## config.mk

```make
export PLATFORM = sky130hd
export DESIGN_NAME = scl_timing_gen
export DESIGN_NICKNAME = d
export VERILOG_FILES = /design/src/rtl/sclgen_pkg.sv /design/src/rtl/sclgen_phase_cnt.sv /design/src/rtl/sclgen_gap_timer.sv /design/src/rtl/sclgen_fsm.sv /design/src/rtl/scl_timing_gen.sv
export SDC_FILE = /design/constraint.sdc
export NUM_CORES = 1
export LEC_CHECK = 0
export ABC_AREA = 0
export BUFFER_PORTS_ARGS = -buffer_cell sky130_fd_sc_hd__buf_2
export CORE_MARGIN = 5
export CORE_UTILIZATION = 35
export DETAILED_ROUTE_END_ITERATION = 12
export PLACE_DENSITY_LB_ADDON = 0.1
export SYNTH_ARGS = -nofsm -noshare
export SYNTH_HDL_FRONTEND = slang
export SYNTH_SLANG_ARGS = --single-unit
```

## constraint.sdc

```tcl
create_clock -name clk -period 4.54 [get_ports clk]
set_input_delay 0.681 -clock clk [delete_from_list [all_inputs] [get_ports clk]]
set_output_delay 0.681 -clock clk [all_outputs]
set_load 0.005 [all_outputs]
```

## src/rtl/sclgen_pkg.sv

```systemverilog
package sclgen_pkg;

    typedef enum logic [1:0] {
        OP_START = 2'd0,
        OP_STOP  = 2'd1,
        OP_WRITE = 2'd2,
        OP_READ  = 2'd3
    } op_e;

    typedef enum logic [2:0] {
        ST_IDLE,
        ST_GAP,
        ST_LOW,
        ST_RISE,
        ST_HIGH,
        ST_HOLD
    } state_e;

    // Level of the SDA pull enable an operation sets during the SCL low phase.
    function automatic logic sda_pull_for(op_e op, logic b);
        case (op)
            OP_STOP:  return 1'b1;
            OP_WRITE: return ~b;
            default:  return 1'b0;
        endcase
    endfunction

    // An operation that uses the start/stop time for its high phase.
    function automatic logic is_condition(op_e op);
        return (op == OP_START) || (op == OP_STOP);
    endfunction

endpackage

```

## src/rtl/sclgen_phase_cnt.sv

```systemverilog
module sclgen_phase_cnt #(
    parameter int CW = 12
) (
    input  logic          clk,
    input  logic          rst,
    input  logic          set,
    input  logic [CW-1:0] set_val,
    output logic [CW-1:0] cnt
);

    always_ff @(posedge clk) begin
        if (rst)
            cnt <= '0;
        else if (set)
            cnt <= set_val;
        else
            cnt <= cnt + 1'b1;
    end

endmodule

```

## src/rtl/sclgen_gap_timer.sv

```systemverilog
module sclgen_gap_timer #(
    parameter int CW = 12
) (
    input  logic          clk,
    input  logic          rst,
    input  logic          clr,
    input  logic          run,
    input  logic [CW-1:0] limit,
    output logic          ok
);

    logic [CW-1:0] gap_q;

    always_ff @(posedge clk) begin
        if (rst || clr)
            gap_q <= '0;
        else if (run && (gap_q != '1))
            gap_q <= gap_q + 1'b1;
    end

    assign ok = (gap_q >= limit);

endmodule

```

## src/rtl/sclgen_fsm.sv

```systemverilog
module sclgen_fsm
    import sclgen_pkg::*;
#(
    parameter int CW = 12
) (
    input  logic          clk,
    input  logic          rst,
    input  logic [CW-1:0] cfg_period,
    input  logic [CW-1:0] cfg_low,
    input  logic [CW-1:0] cfg_edge,
    input  logic [CW-1:0] cfg_dsetup,
    input  logic          cmd_valid,
    input  op_e           cmd_op,
    input  logic          cmd_bit,
    input  logic          scl_in,
    input  logic          sda_in,
    input  logic [CW-1:0] cnt,
    input  logic          gap_ok,
    output logic          cnt_set,
    output logic [CW-1:0] cnt_val,
    output logic          gap_clr,
    output logic          owned,
    output logic          ready,
    output logic          done,
    output logic          rd_bit,
    output logic          scl_lo,
    output logic          sda_lo,
    output logic [1:0]    op_now
);

    localparam logic [CW-1:0] ONE = CW'(1);

    state_e st_q, st_d;
    op_e    op_q, op_d;
    logic   bit_q, bit_d, own_d, scl_d, sda_d, done_d, rd_d;

    logic [CW-1:0] hi_len, chg_at;

    assign hi_len = is_condition(op_q) ? cfg_edge : (cfg_period - cfg_low);
    assign chg_at = cfg_low - cfg_dsetup - ONE;

    always_comb begin
        st_d    = st_q;
        op_d    = op_q;
        bit_d   = bit_q;
        own_d   = owned;
        scl_d   = scl_lo;
        sda_d   = sda_lo;
        done_d  = 1'b0;
        rd_d    = rd_bit;
        cnt_set = 1'b0;
        cnt_val = '0;
        gap_clr = 1'b0;
        case (st_q)
            ST_IDLE: if (cmd_valid) begin
                op_d  = cmd_op;
                bit_d = cmd_bit;
                if (owned) begin
                    st_d    = ST_LOW;
                    cnt_set = 1'b1;
                    cnt_val = ONE;
                end else if (cmd_op == OP_START) begin
                    st_d = ST_GAP;
                end else begin
                    done_d = 1'b1;
                end
            end
            ST_GAP: if (gap_ok) begin
                st_d    = ST_HOLD;
                sda_d   = 1'b1;
                cnt_set = 1'b1;
            end
            ST_LOW: begin
                if (cnt == chg_at)
                    sda_d = sda_pull_for(op_q, bit_q);
                if (cnt == cfg_low - ONE) begin
                    st_d  = ST_RISE;
                    scl_d = 1'b0;
                end
            end
            ST_RISE: if (scl_in) begin
                st_d    = ST_HIGH;
                cnt_set = 1'b1;
                cnt_val = ONE;
            end
            ST_HIGH: if (cnt == hi_len - ONE) begin
                if (op_q == OP_START) begin
                    st_d    = ST_HOLD;
                    sda_d   = 1'b1;
                    cnt_set = 1'b1;
                end else if (op_q == OP_STOP) begin
                    st_d    = ST_IDLE;
                    sda_d   = 1'b0;
                    own_d   = 1'b0;
                    done_d  = 1'b1;
                    gap_clr = 1'b1;
                end else begin
                    st_d   = ST_IDLE;
                    scl_d  = 1'b1;
                    done_d = 1'b1;
                    if (op_q == OP_READ)
                        rd_d = sda_in;
                end
            end
            ST_HOLD: if (cnt == cfg_edge - ONE) begin
                st_d   = ST_IDLE;
                scl_d  = 1'b1;
                own_d  = 1'b1;
                done_d = 1'b1;
            end
            default: st_d = ST_IDLE;
        endcase
    end

    always_ff @(posedge clk) begin
        if (rst) begin
            st_q   <= ST_IDLE;
            op_q   <= OP_START;
            bit_q  <= 1'b0;
            owned  <= 1'b0;
            scl_lo <= 1'b0;
            sda_lo <= 1'b0;
            done   <= 1'b0;
            rd_bit <= 1'b0;
        end else begin
            st_q   <= st_d;
            op_q   <= op_d;
            bit_q  <= bit_d;
            owned  <= own_d;
            scl_lo <= scl_d;
            sda_lo <= sda_d;
            done   <= done_d;
            rd_bit <= rd_d;
        end
    end

    assign ready  = (st_q == ST_IDLE);
    assign op_now = op_q;

endmodule

```

## src/rtl/scl_timing_gen.sv

```systemverilog
module scl_timing_gen
    import sclgen_pkg::*;
#(
    parameter int CW = 12
) (
    input  logic          clk,
    input  logic          rst,
    input  logic [CW-1:0] cfg_period,
    input  logic [CW-1:0] cfg_low,
    input  logic [CW-1:0] cfg_edge,
    input  logic [CW-1:0] cfg_dsetup,
    input  logic          cmd_valid,
    input  logic [1:0]    cmd_op,
    input  logic          cmd_bit,
    output logic          cmd_ready,
    output logic          bit_done,
    output logic          rd_bit,
    input  logic          scl_in,
    input  logic          sda_in,
    output logic          scl_pull,
    output logic          sda_pull
);

    logic          cnt_set, gap_clr, gap_ok, owned;
    logic [CW-1:0] cnt_val, cnt_q;
    logic [1:0]    op_q_w;

    sclgen_phase_cnt #(.CW(CW)) u_cnt (
        .clk     (clk),
        .rst     (rst),
        .set     (cnt_set),
        .set_val (cnt_val),
        .cnt     (cnt_q)
    );

    sclgen_gap_timer #(.CW(CW)) u_gap (
        .clk   (clk),
        .rst   (rst),
        .clr   (gap_clr),
        .run   (!owned),
        .limit (cfg_low),
        .ok    (gap_ok)
    );

    sclgen_fsm #(.CW(CW)) u_fsm (
        .clk        (clk),
        .rst        (rst),
        .cfg_period (cfg_period),
        .cfg_low    (cfg_low),
        .cfg_edge   (cfg_edge),
        .cfg_dsetup (cfg_dsetup),
        .cmd_valid  (cmd_valid),
        .cmd_op     (op_e'(cmd_op)),
        .cmd_bit    (cmd_bit),
        .scl_in     (scl_in),
        .sda_in     (sda_in),
        .cnt        (cnt_q),
        .gap_ok     (gap_ok),
        .cnt_set    (cnt_set),
        .cnt_val    (cnt_val),
        .gap_clr    (gap_clr),
        .owned      (owned),
        .ready      (cmd_ready),
        .done       (bit_done),
        .rd_bit     (rd_bit),
        .scl_lo     (scl_pull),
        .sda_lo     (sda_pull),
        .op_now     (op_q_w)
    );

endmodule

```

-- After elaboration in Yosys (flattened, before gate mapping)
Cells that the tools add are included.
- add/subtract/negate cells: 8
- magnitude comparators: 1
- eq/ne operators: 25
- mux-type cells: 50
- bitwise logic cells: 3
- reduce and logical (&&, ||, !) cells: 16
- operator list (cell ; count):
    $eq A12 B12 Y1 ; 4
    $sub A12 B1 Y12 const B ; 4
    $mux W12 ; 3
    $mux W1 ; 30
    $mux W3 ; 9
    $add A12 B1 Y12 const B ; 2
    $pmux W12 S2 ; 1
    $sub A12 B12 Y12 ; 2
    $pmux W3 S6 ; 1
    $reduce_and A5 Y1 ; 3
    $ge A12 B12 Y1 ; 1
    $ne A12 B12 Y1 const B ; 1
    $ne A2 B1 Y1 const B ; 5
    $ne A2 B2 Y1 const B ; 5
    $pmux W1 S3 ; 3
    $reduce_and A7 Y1 ; 1
    $eq A3 B2 Y1 const B ; 2
    $eq A3 B3 Y1 const B ; 2
    $ne A3 B1 Y1 const B ; 2
    $reduce_and A6 Y1 ; 1
    $reduce_bool A3 Y1 ; 2
    $eq A2 B2 Y1 const B ; 2
    $logic_not A2 Y1 ; 2
    $pmux W1 S2 ; 2
    10 further kinds ; 13
- register bits: 35
- output and inout bits: 5

-- Longest topological paths before layout
- word-level depth: 8
- gate-level depth with buffers: 19

-- Hierarchy
From an unflattened synthesis, not the netlist that was laid out.
- cell total of the unflattened synthesis: 691
- area, all modules: 5051.1 µm²
- modules (own cells, without submodules) (module ; times used ; cells each ; area each (µm²)):
    sclgen_fsm ; 1 ; 502 ; 3477.1
    sclgen_gap_timer ; 1 ; 111 ; 927.1
    sclgen_phase_cnt ; 1 ; 77 ; 643.1
    scl_timing_gen ; 1 ; 1 ; 3.8

-- Worst setup path after synthesis
No wires, ideal clock.
- path type: input port to flip-flop
- start point: input port cfg_period[0]
- end point: register u_gap.gap_q[0]
- library setup time: 116 ps
- arrival: 4043 ps
- setup slack: 382 ps
- cell stages on the path: 15
- buffers on the path: 2
- cell sequence: inv_1 > ha_1 > fa_1 > nor2b_4 > o311ai_1 > a2111oi_2 > nor3_1 > o31ai_1 > mux2_2 > a211o_1 > a211o_1 > buf_2 > o31ai_4 > buf_4 > nor2_1
- longest elaborated chain between the ends: 7
- RTL lines (what ; line ; RTL):
    start: declaration ; scl_timing_gen.sv:8 ; input logic [CW-1:0] cfg_period,
    $sub A12 B12 Y12 ; sclgen_fsm.sv:39 ; assign hi_len = is_condition(op_q) ? cfg_edge : (cfg_period - cfg_low);
    $mux W12 ; sclgen_fsm.sv:39 ;
    $sub A12 B1 Y12 ; sclgen_fsm.sv:86 ; ST_HIGH: if (cnt == hi_len - ONE) begin
    $eq A12 B12 Y1 ; sclgen_fsm.sv:86 ;
    $mux W1 ; sclgen_fsm.sv:86 ;
    $mux W1 ; sclgen_fsm.sv:54 ; case (st_q)
    $logic_or A1 B1 Y1 ; sclgen_gap_timer.sv:15 ; if (rst || clr)
    end signal: assignment ; sclgen_gap_timer.sv:18 ; gap_q <= gap_q + 1'b1;
    end: declaration ; sclgen_gap_timer.sv:12 ; logic [CW-1:0] gap_q;
No other way between the ends.
A chain may end at the register's enable or synchronous reset.

-- Worst setup path in the final report
- start point: input port cfg_low[0]
- end point: register u_gap.gap_q[1]
- longest elaborated chain between the ends: 7
- RTL lines (what ; line ; RTL):
    start: declaration ; scl_timing_gen.sv:9 ; input logic [CW-1:0] cfg_low,
    $sub A12 B12 Y12 ; sclgen_fsm.sv:39 ;
    $mux W12 ; sclgen_fsm.sv:39 ;
    $sub A12 B1 Y12 ; sclgen_fsm.sv:86 ;
    $eq A12 B12 Y1 ; sclgen_fsm.sv:86 ;
    $mux W1 ; sclgen_fsm.sv:86 ;
    $mux W1 ; sclgen_fsm.sv:54 ;
    $logic_or A1 B1 Y1 ; sclgen_gap_timer.sv:15 ;
No other way between the ends.

==> metrics.txt <==
run status completed; I/O pin count 61; Final min period roughly 4.2 ns; fin. max-slew vios 0; Hold Path Class reg2reg; WP data arrival roughly 4.4 ns; Die Ht about 120 um; Setup Buffers After CTS 0; total power draw around 0.0011 W; hold_sp u_fsm.bit_q$_SDFFE_PP0P_; final number of hold-violating endpoints 0; worst-case vdd ir drop roughly 0.13 mV; synth warn 0; Syn Inst Count between 600 and 700; commonest non-fill, non-tap cell in the layout xnor2_1; sequential area share after synthesis between 15 and 20%; Die Wd 125 um; worst-case clock buffer depth 2; CTS tree yes; antenna violations before repair 0; pwr dens a little over 200 nW/um^2; GRT overflow 0; H-tree depth 2; Synth Flop Type dfxtp_1; Post-synth ARST share 0%; Critical Path Start cfg_low[0]; Initial Util between 30% and 40%; vias in the first global route 4304; global-route wire length before repair about 21 mm; Root Buffer clkbuf_16; Row Count between 40 and 50; DRT Pass-1 Iters 4; WL/cell 15.6 um; die area ~16000 sq um; drt initial violations between 200 and 300; Tot GR Track Use roughly 17%; Leak Pwr approximately 2.2 nW; Clock Latency Late Sink 0.28 ns; diode count 0; gpl congestion 0.840; CP startpoint kind input pin; number of synthesized flops with an enable pin 0; worst r2r src u_fsm.op_now[0]$_SDFFE_PP0P_; CP Capture Type flop; post-synthesis instance area 4600 sq um; post-route insts no fill 848; core area 12800 sq um; post_cts resized 0; fin crit share between 90% and 100%; area growth from synthesis to layout 14.1%; Yosys reg bits 35; Avg Cell Area, Syn approximately 7.4 sq um; Reg clk slew, reported paths 0.06 ns; fmax 238 MHz; clock skew around 0.0080 ns; Yosys cell types 68; pin count of the biggest net entering global routing 27; CTS Buf Count 5; layout cells sized above 1 approximately 14%; WP data required ~4.7 ns; Max-cap violations 0; DRT Wirelength about 13 mm; Sum Neg Setup Slack 0 ns; Inst Count DP 840; most frequent cells in the layout xnor2_1 (64), buf_2 (60), nor2_1 (56); # hold bufs at CTS 0; antenna-violating nets left 0; syn nets 724; Slew Limit Headroom between 50% and 60%; residual DRC count 0; routed vias roughly 4500; RSZ-0062 raised after global routing no; nets@finish about 780; detail-routed via count per cell 5.27; Crit Path Category in2reg; crit-path max FO 12; DP HPWL around 11 mm; PortBufs 60; actual slew at the worst max-slew pin between 0.7 and 0.8 ns; CTS Sinks 35; # setup viols final 0
[critical path, stage by stage]
cell       delay [ns]
buf_2            0.13
ha_1             0.20
fa_1             0.43
nor2b_4          0.17
o311ai_1         0.17
a2111oi_2        0.52
nor3_1           0.08
o31ai_1          0.31
mux2_2           0.38
a211o_1          0.28
a211o_1          0.32
buf_4            0.18
o31ai_4          0.22
buf_4            0.22
nor2_1           0.07
[synth_stat cells, types with 7 or more instances]
cell type | count | area (sq um)
a21oi_1 | 36 | 180
nor3_1 | 23 | 115
nand2_1 | 45 | 169
inv_1 | 43 | 161
xor2_1 | 31 | 272
nand2b_1 | 10 | 62.6
and3_1 | 7 | 43.8
nor2b_1 | 11 | 68.8
xnor2_1 | 64 | 561
o21ai_0 | 27 | 135
clkbuf_1 | 22 | 82.6
nand4_1 | 10 | 62.6
nor2_1 | 56 | 210
nand3_1 | 24 | 120
dfxtp_1 | 35 | 701
a21o_1 | 8 | 60.1
ha_1 | 44 | 551
nor4_1 | 10 | 62.6
a31oi_1 | 8 | 50.1
[power by group]
group	leakage [nW]	switching, W	total, W	internal, W
Sequential	0.284	0.0000161	0.000332	0.000315
Combinational	1.81	0.000229	0.000412	0.000183
Clock	0.0664	0.000141	0.000346	0.000205
Total	2.16	0.000386	0.00109	0.000703
[cell families (layout without fill, tap and decap cells)]
group / after synthesis / count (layout) / synth area share (%)
adder cells (fa/ha/maj): 46 / 46 / 12.8
AND/OR/NAND/NOR: 224 / 224 / 24.2
XOR/XNOR: 96 / 96 / 18.6
flip-flops: 35 / 35 / 15.2
AO/OA/AOI/OAI: 146 / 146 / 22.0
buffers and inverters: 69 / 123 / 5.77
multiplexers: 6 / 6 / 1.33
[sequential cells by signal, indices dropped and copies added, names as in the netlist]
name / count
u_fsm.op_now: 2
u_fsm.done: 1
u_fsm.scl_lo: 1
u_cnt.cnt: 12
u_fsm.owned: 1
u_fsm.rd_bit: 1
u_gap.gap_q: 12
u_fsm.bit_q: 1
u_fsm.st_q: 3
u_fsm.sda_lo: 1
[stage by stage]
stage                     util [%]  hold WS, ns  setup slack [ns]  area [sq um]
after global routing          41.1        0.502            0.0277          5250
after detailed placement      39.9        0.456            0.0221          5100
after floorplan                  -        0.437             0.382          4600
final                         41.1        0.463             0.332          5250
after CTS                     41.1        0.465             0.314          5250
after global placement        39.9        0.456             0.136          5100
[path summary, 6_finish.rpt]
check                                      to  slack (ns)  cells past startpoint
setup reg to reg  u_gap.gap_q[1]$_SDFFE_PP0P_        0.52                     14
hold / removal       u_fsm.bit_q$_SDFFE_PP0P_        0.46                      2
setup / recovery  u_gap.gap_q[1]$_SDFFE_PP0P_        0.33                     15
hold reg to reg      u_fsm.bit_q$_SDFFE_PP0P_        0.46                      2
[routing by layer]
| metal | share of wire, % | GRT usage (%) | vias up |
|---|---|---|---|
| met1 | 48 | 22.2 | 2065 |
| li1 | - | - | 2320 |
| met3 | 3.1 | 1.80 | 13 |
| met5 | 0 | 0 | - |
| met2 | 47 | 28.8 | 70 |
| met4 | 1.2 | 4.26 | 0 |
[layout make-up]
cell class                      instances  area, sq um
Clock buffer                            5          125
Clock inverter                          3         23.8
Fill cell                            1351         7520
Inverter                               43          161
Multi-Input combinational cell        518         3630
Sequential cell                        35          701
Tap cell                              172          215
Timing Repair Buffer                   72          390
No activity file was read; power rests on OpenSTA's default activity.
